**src/rtl/irq_swz_pkg.sv**
```systemverilog
// Package irq_swz_pkg
// Shared constants for the interrupt swizzle router: the pin count per slot
// and the number of shared bus lines, which the rotation arithmetic assumes
// is four (two-bit line index).
package irq_swz_pkg;
    localparam int PINS_PER_SLOT = 4;
    localparam int SHARED_LINES  = 4;
    localparam int LINE_IDX_W    = $clog2(SHARED_LINES);

    // Pin of a given slot that feeds a given shared line (inverse rotation).
    function automatic int pin_for_line(input int slot_id, input int line_id);
        return (line_id + SHARED_LINES - (slot_id % SHARED_LINES)) % SHARED_LINES;
    endfunction
endpackage

```
**src/rtl/irq_swz_slot_map.sv**
```systemverilog
// Module irq_swz_slot_map
// Rotates the four pins of one slot onto the four shared lines: pin p of
// slot s lands on line (s + p) mod 4. Pure wiring, no logic.
// Assumes SLOT_ID is the 5-bit slot number of the device in this slot.
module irq_swz_slot_map
    import irq_swz_pkg::*;
#(
    parameter int SLOT_ID = 0
) (
    input  logic [PINS_PER_SLOT-1:0] pins,
    output logic [SHARED_LINES-1:0]  lines
);
    genvar l;
    generate
        for (l = 0; l < SHARED_LINES; l++) begin : g_line
            localparam int PIN_SEL = pin_for_line(SLOT_ID, l);
            // Connect the one pin of this slot that rotates onto line l.
            assign lines[l] = pins[PIN_SEL];
        end
    endgenerate
endmodule

```
**src/rtl/irq_swz_merge.sv**
```systemverilog
// Module irq_swz_merge
// Wired-OR of the rotated lines of all slots: each shared line is high when
// any slot drives it. Assumes the input is grouped four lines per slot.
module irq_swz_merge
    import irq_swz_pkg::*;
#(
    parameter int NUM_SLOTS = 32
) (
    input  logic [NUM_SLOTS*SHARED_LINES-1:0] slot_lines,
    output logic [SHARED_LINES-1:0]           shared
);
    // OR each line position across every slot.
    always_comb begin
        shared = '0;
        for (int s = 0; s < NUM_SLOTS; s++) begin
            shared = shared | slot_lines[s*SHARED_LINES +: SHARED_LINES];
        end
    end
endmodule

```
**src/rtl/irq_swz_ctrl_drive.sv**
```systemverilog
// Module irq_swz_ctrl_drive
// Registers the four shared lines onto the controller input vector at bits
// BASE..BASE+3 and holds every other controller bit at zero.
// Assumes CTRL_W >= BASE + 4 and a synchronous active-low reset.
module irq_swz_ctrl_drive
    import irq_swz_pkg::*;
#(
    parameter int CTRL_W = 32,
    parameter int BASE   = 27
) (
    input  logic                    clk,
    input  logic                    rst_n,
    input  logic [SHARED_LINES-1:0] shared,
    output logic [CTRL_W-1:0]       ctrl_q
);
    logic [CTRL_W-1:0] ctrl_d;

    genvar b;
    generate
        for (b = 0; b < CTRL_W; b++) begin : g_bit
            if (b >= BASE && b < BASE + SHARED_LINES) begin : g_used
                assign ctrl_d[b] = shared[b - BASE];
            end else begin : g_idle
                assign ctrl_d[b] = 1'b0;
            end
        end
    endgenerate

    // Output register: cleared by reset, otherwise follows the shared lines.
    always_ff @(posedge clk) begin
        if (!rst_n) ctrl_q <= '0;
        else        ctrl_q <= ctrl_d;
    end
endmodule

```
**src/rtl/irq_swz_router.sv**
```systemverilog
// Module irq_swz_router (top)
// Routes per-slot level interrupt pins onto four shared lines by rotating the
// pin number with the slot number, ORs them, and drives controller inputs
// CTRL_BASE..CTRL_BASE+3 one clock later. Assumes request bit slot*4+pin and
// slot numbers 0..NUM_SLOTS-1 taken from device/function bits 15:11.
module irq_swz_router
    import irq_swz_pkg::*;
#(
    parameter int NUM_SLOTS = 32,
    parameter int CTRL_W    = 32,
    parameter int CTRL_BASE = 27
) (
    input  logic                              clk,
    input  logic                              rst_n,
    input  logic [NUM_SLOTS*PINS_PER_SLOT-1:0] irq_req,
    output logic [CTRL_W-1:0]                 ctrl_irq
);
    localparam int ROUTED_W = NUM_SLOTS * SHARED_LINES;

    logic [ROUTED_W-1:0]     routed;
    logic [SHARED_LINES-1:0] shared;

    genvar s;
    generate
        for (s = 0; s < NUM_SLOTS; s++) begin : g_slot
            irq_swz_slot_map #(.SLOT_ID(s)) u_map (
                .pins  (irq_req[s*PINS_PER_SLOT +: PINS_PER_SLOT]),
                .lines (routed[s*SHARED_LINES +: SHARED_LINES])
            );
        end
    endgenerate

    irq_swz_merge #(.NUM_SLOTS(NUM_SLOTS)) u_merge (
        .slot_lines (routed),
        .shared     (shared)
    );

    irq_swz_ctrl_drive #(.CTRL_W(CTRL_W), .BASE(CTRL_BASE)) u_drive (
        .clk    (clk),
        .rst_n  (rst_n),
        .shared (shared),
        .ctrl_q (ctrl_irq)
    );
endmodule

```
**config.mk**
```make
export PLATFORM = sky130hd
export DESIGN_NAME = irq_swz_router
export DESIGN_NICKNAME = d
export VERILOG_FILES = /design/src/rtl/irq_swz_pkg.sv /design/src/rtl/irq_swz_slot_map.sv /design/src/rtl/irq_swz_merge.sv /design/src/rtl/irq_swz_ctrl_drive.sv /design/src/rtl/irq_swz_router.sv
export SDC_FILE = /design/constraint.sdc
export NUM_CORES = 1
export LEC_CHECK = 0
export BUFFER_PORTS_ARGS = -buffer_cell sky130_fd_sc_hd__buf_2
export CAP_MARGIN = 15
export CORE_MARGIN = 8
export CORE_UTILIZATION = 22
export CTS_CLUSTER_SIZE = 30
export DETAILED_ROUTE_END_ITERATION = 10
export PLACE_DENSITY = 0.86
export SYNTH_ARGS = -nofsm -noshare
export SYNTH_HDL_FRONTEND = slang
export SYNTH_SLANG_ARGS = --single-unit
```
**constraint.sdc**
```tcl
create_clock -name clk -period 2.24 [get_ports clk]
set_input_delay 0.224 -clock clk [delete_from_list [all_inputs] [get_ports clk]]
set_output_delay 0.224 -clock clk [all_outputs]
set_load 0.005 [all_outputs]
```
# Word-level counts from Yosys, hierarchy flattened

Cells that the tools add are included.

Logic and storage cells: 33
Bits in registers: 32
Output and inout bits: 32
Input port bits: 130

Bitwise gates (word level): 31

Operator list:

| cell       | number |
|---|---|
| $or 4x4->4 | 31 |

# Logic depth before layout (Yosys ltp)

Word-level depth: 31
Mapped depth: 3
Mapped depth without buffers: 3

# By module

Synthesis repeated with hierarchy kept, for this count alone.

Cell total of the unflattened synthesis: 209
Area total of the unflattened synthesis: 1580.3 µm²

Modules (own cells, without submodules):

| module             | cells each | area each (µm²) | times used |
|---|---|---|---|
| irq_swz_slot_map   | 4          | 30.0            | 32 |
| irq_swz_ctrl_drive | 37         | 319.1           | 1 |
| irq_swz_merge      | 44         | 300.3           | 1 |

# Worst setup path after synthesis

Ideal clock, no wire load.

Path type: input port to flip-flop
Start point: in irq_req[103]
End point: reg u_drive.ctrl_q[27]
Setup time: 0.115 ns
Data arrival time: 0.757 ns
Required time: 2.125 ns
Setup slack: 1.368 ns
Buffers on the path: 0
Stages: 3
Cells stage by stage: nor4_1 nand4_1 o21a_1

Cells in the longest elaborated chain, start to end: 7

RTL lines:

| what                     | RTL line                 | source |
|---|---|---|
| start: declaration       | irq_swz_router.sv:15     | `input logic [NUM_SLOTS*PINS_PER_SLOT-1:0] irq_req,` |
| $or 4x4->4 (7 in series) | irq_swz_merge.sv:16      | `shared = shared \| slot_lines[s*SHARED_LINES +: SHARED_LINES];` |
| end signal: assignment   | irq_swz_ctrl_drive.sv:32 | `else ctrl_q <= ctrl_d;` |
| end: declaration         | irq_swz_ctrl_drive.sv:14 | `output logic [CTRL_W-1:0] ctrl_q` |

Every way passes these cells.
A chain may end at the register's enable or synchronous reset.

# Worst setup path in the final report

Start point: reg u_drive.ctrl_q[29]
End point: out ctrl_irq[29]

RTL lines:

| what             | RTL line             | source |
|---|---|---|
| end: declaration | irq_swz_router.sv:16 | `output logic [CTRL_W-1:0] ctrl_irq` |

No word-level cell between the ends.

==> flow_summary_export.csv <==
group,metric,value,unit
clock_network,ctsLongestPathBuffers,2,
placed_design,post-dp-hpwl,3320,microns
global_route,grt_util_met2,24.2,%
floorplanning,chipHeight,68.2,microns
floorplanning,die_x,68.2,microns
global_route,grt_pass1_wl,4590,microns
worst_hold_path,worstHoldStart,"rst_n",
routing,via_per_inst,4.47,
logic_synthesis,syn-cell-area,599,sq um
timing,post-route-period-util,39.0,%
finish,area_delta_synth_final,103,%
finish,regMostFlops,"u_drive.ctrl_q",
finish,multi_input_area,410,sq um
finish,layout_commonest_cell,"buf_2",
routing,drt_iter0_drc,9,
clock_network,postCtsSetupBuffers,0,
worst_setup_path,setup.worst_path.end_class,"output port",
worst_setup_path,crit_buf_inv,1,
finish,regArea,80.1,sq um
timing,period_minus_slack,0.873,ns
logic_synthesis,ys_types,7,
worst_setup_path,startpoint,"u_drive.ctrl_q[29]",
routing,final_antenna_net_count,0,
worst_setup_path,arrival,0.65,ns
finish,drive_gt1_share,66.0,%
global_route,grt_max_degree,5,
global_route,grt_pass1_vias,1199,
finish,n_fill_cell,300,
global_route,antenna_found_initial,0,
worst_setup_path,cp.depth,1,
placed_design,placed_area,1190,sq um
global_route,use_met1,10.8,%
finish,final_cell_area,1220,sq um
worst_setup_path,slowest_delay,0.30,ns
routing,dr.pass1.iters,4,
logic_synthesis,postSynthCellCount,77,
routing,drc,0,
worst_setup_path,worst_path_max_delay_cell,"dfxtp_1",
worst_setup_path,critical_path_required,2.02,ns
global_route,top_usage_layer,"met2",
clock_network,cts_hold_buf,0,
clock_network,cts_root_buf,"clkbuf_4",
routing,vias,1087,
global_route,grtUsageMet3,8.51,%
finish,nNetsFinal,344,
global_route,grt-ovfl-total,0,
floorplanning,boundaryPins,162,
logic_synthesis,synth-seq-cells,4,
worst_setup_path,critical_path_class,"register to output port",
routing,wl_per_cell,14.0,microns
worst_setup_path,cp_top_family,"flip-flops",
run,cap_violations,0,
worst_setup_path,path_cells,"buf_2",
worst_setup_path,cp_max_fo,1,
worst_hold_path,holdPathStages,2,
timing,finalHoldViolCount,0,
finish,layout_common_cells,"buf_2 (133), nor4_1 (28), conb_1 (28), nand4_1 (8)",
clock_network,cts_tree,"done",
worst_hold_path,holdCritPathClass,"primary input to register",
clock_network,clk_pin_slew,0.04,ns
global_route,grt.total_usage,12.7,%
worst_setup_path,cp-start-kind,"register",
power_and_ir_drop,p_leak,0.687,nW
routing,wirelength,3390,microns
placed_design,gp_congestion,0.767,
clock_network,cts_resized,0,
timing,fmax,1.15,GHz
logic_synthesis,syn_avg_cell_area,7.78,sq um
timing,slew_violations,0,
logic_synthesis,yosysWarnings,0,
clock_network,cts_buffers,3,
timing,setup_viol,0,
floorplanning,design.core.area,2660,sq um
timing,fin_tns_setup,0,ns
logic_synthesis,seq_area_frac_synth,13.4,%
floorplanning,rows,19,
clock_network,clock-sinks,4,
status,status,"completed",
clock_network,htree_levels,1,
finish,reg_top3,"u_drive.ctrl_q x4",
floorplanning,initial_core_util,22.5,%
timing,hold_slack,0.269,ns
finish,antennaDiodeCount,0,
floorplanning,fp.dieArea,4650,sq um
placed_design,portBuffers,133,
timing,grt_setup_unrepaired,"no",
power_and_ir_drop,power.density,253,nW/um^2
power_and_ir_drop,max-vdd-ir-drop,0.000263,V
finish,largest_reg_flops,4,
[path summary, 6_finish.rpt]
kind | to | slack [ns]
worst max-delay path | ctrl_irq[29] | 1.37
worst min-delay path | u_drive.ctrl_q[28] | 0.27
[metrics by stage]
stage	util [%]	std cells	power (W)	setup WS, ns
6_report	45.7	243	0.000308	1.37
2_1_floorplan	-	104	0.000138	1.37
3_3_place_gp	44.9	240	0.000218	1.10
3_5_place_dp	44.9	240	0.000221	1.13
4_1_cts	45.7	243	0.000314	1.35
5_1_grt	45.7	243	0.000340	1.25
[final cells by class]
cell class                 count  area share [%]
tap                           31            3.19
timing repair buffer         133            54.7
clock buffer                   3            1.85
sequential                     4            6.58
multi-input combinational     72            33.7
[power breakdown]
part           leakage [nW]  switching (W)  internal, W  total (W)
combinational         0.639      0.0000549    0.0000900   0.000145
clock                0.0138      0.0000271    0.0000598  0.0000869
sequential           0.0338    0.000000751    0.0000755  0.0000762
total                 0.687      0.0000827     0.000225   0.000308
[metal layers]
metal	vias to the layer above	part of all wire [%]
met5	-	0
li1	530	-
met3	2	18
met4	0	0.62
met1	464	29
met2	91	53
[logic make-up after synthesis]
group	after synthesis	synth area share [%]
other	1	0.626
DFF	4	13.4
buffers and inverters	28	35.1
and+or+nand+nor	40	45.9
AOI/OAI and AO/OA	4	5.01
[Yosys cell counts]
master,n,area (sq um)
nor4_1,28,175
buf_4,28,210
conb_1,1,3.75
dfxtp_1,4,80.1
nand4_1,8,50.1
nor4_2,4,50.1
o21a_1,4,30.0
Note: power is estimated with default switching activity, not from simulation.
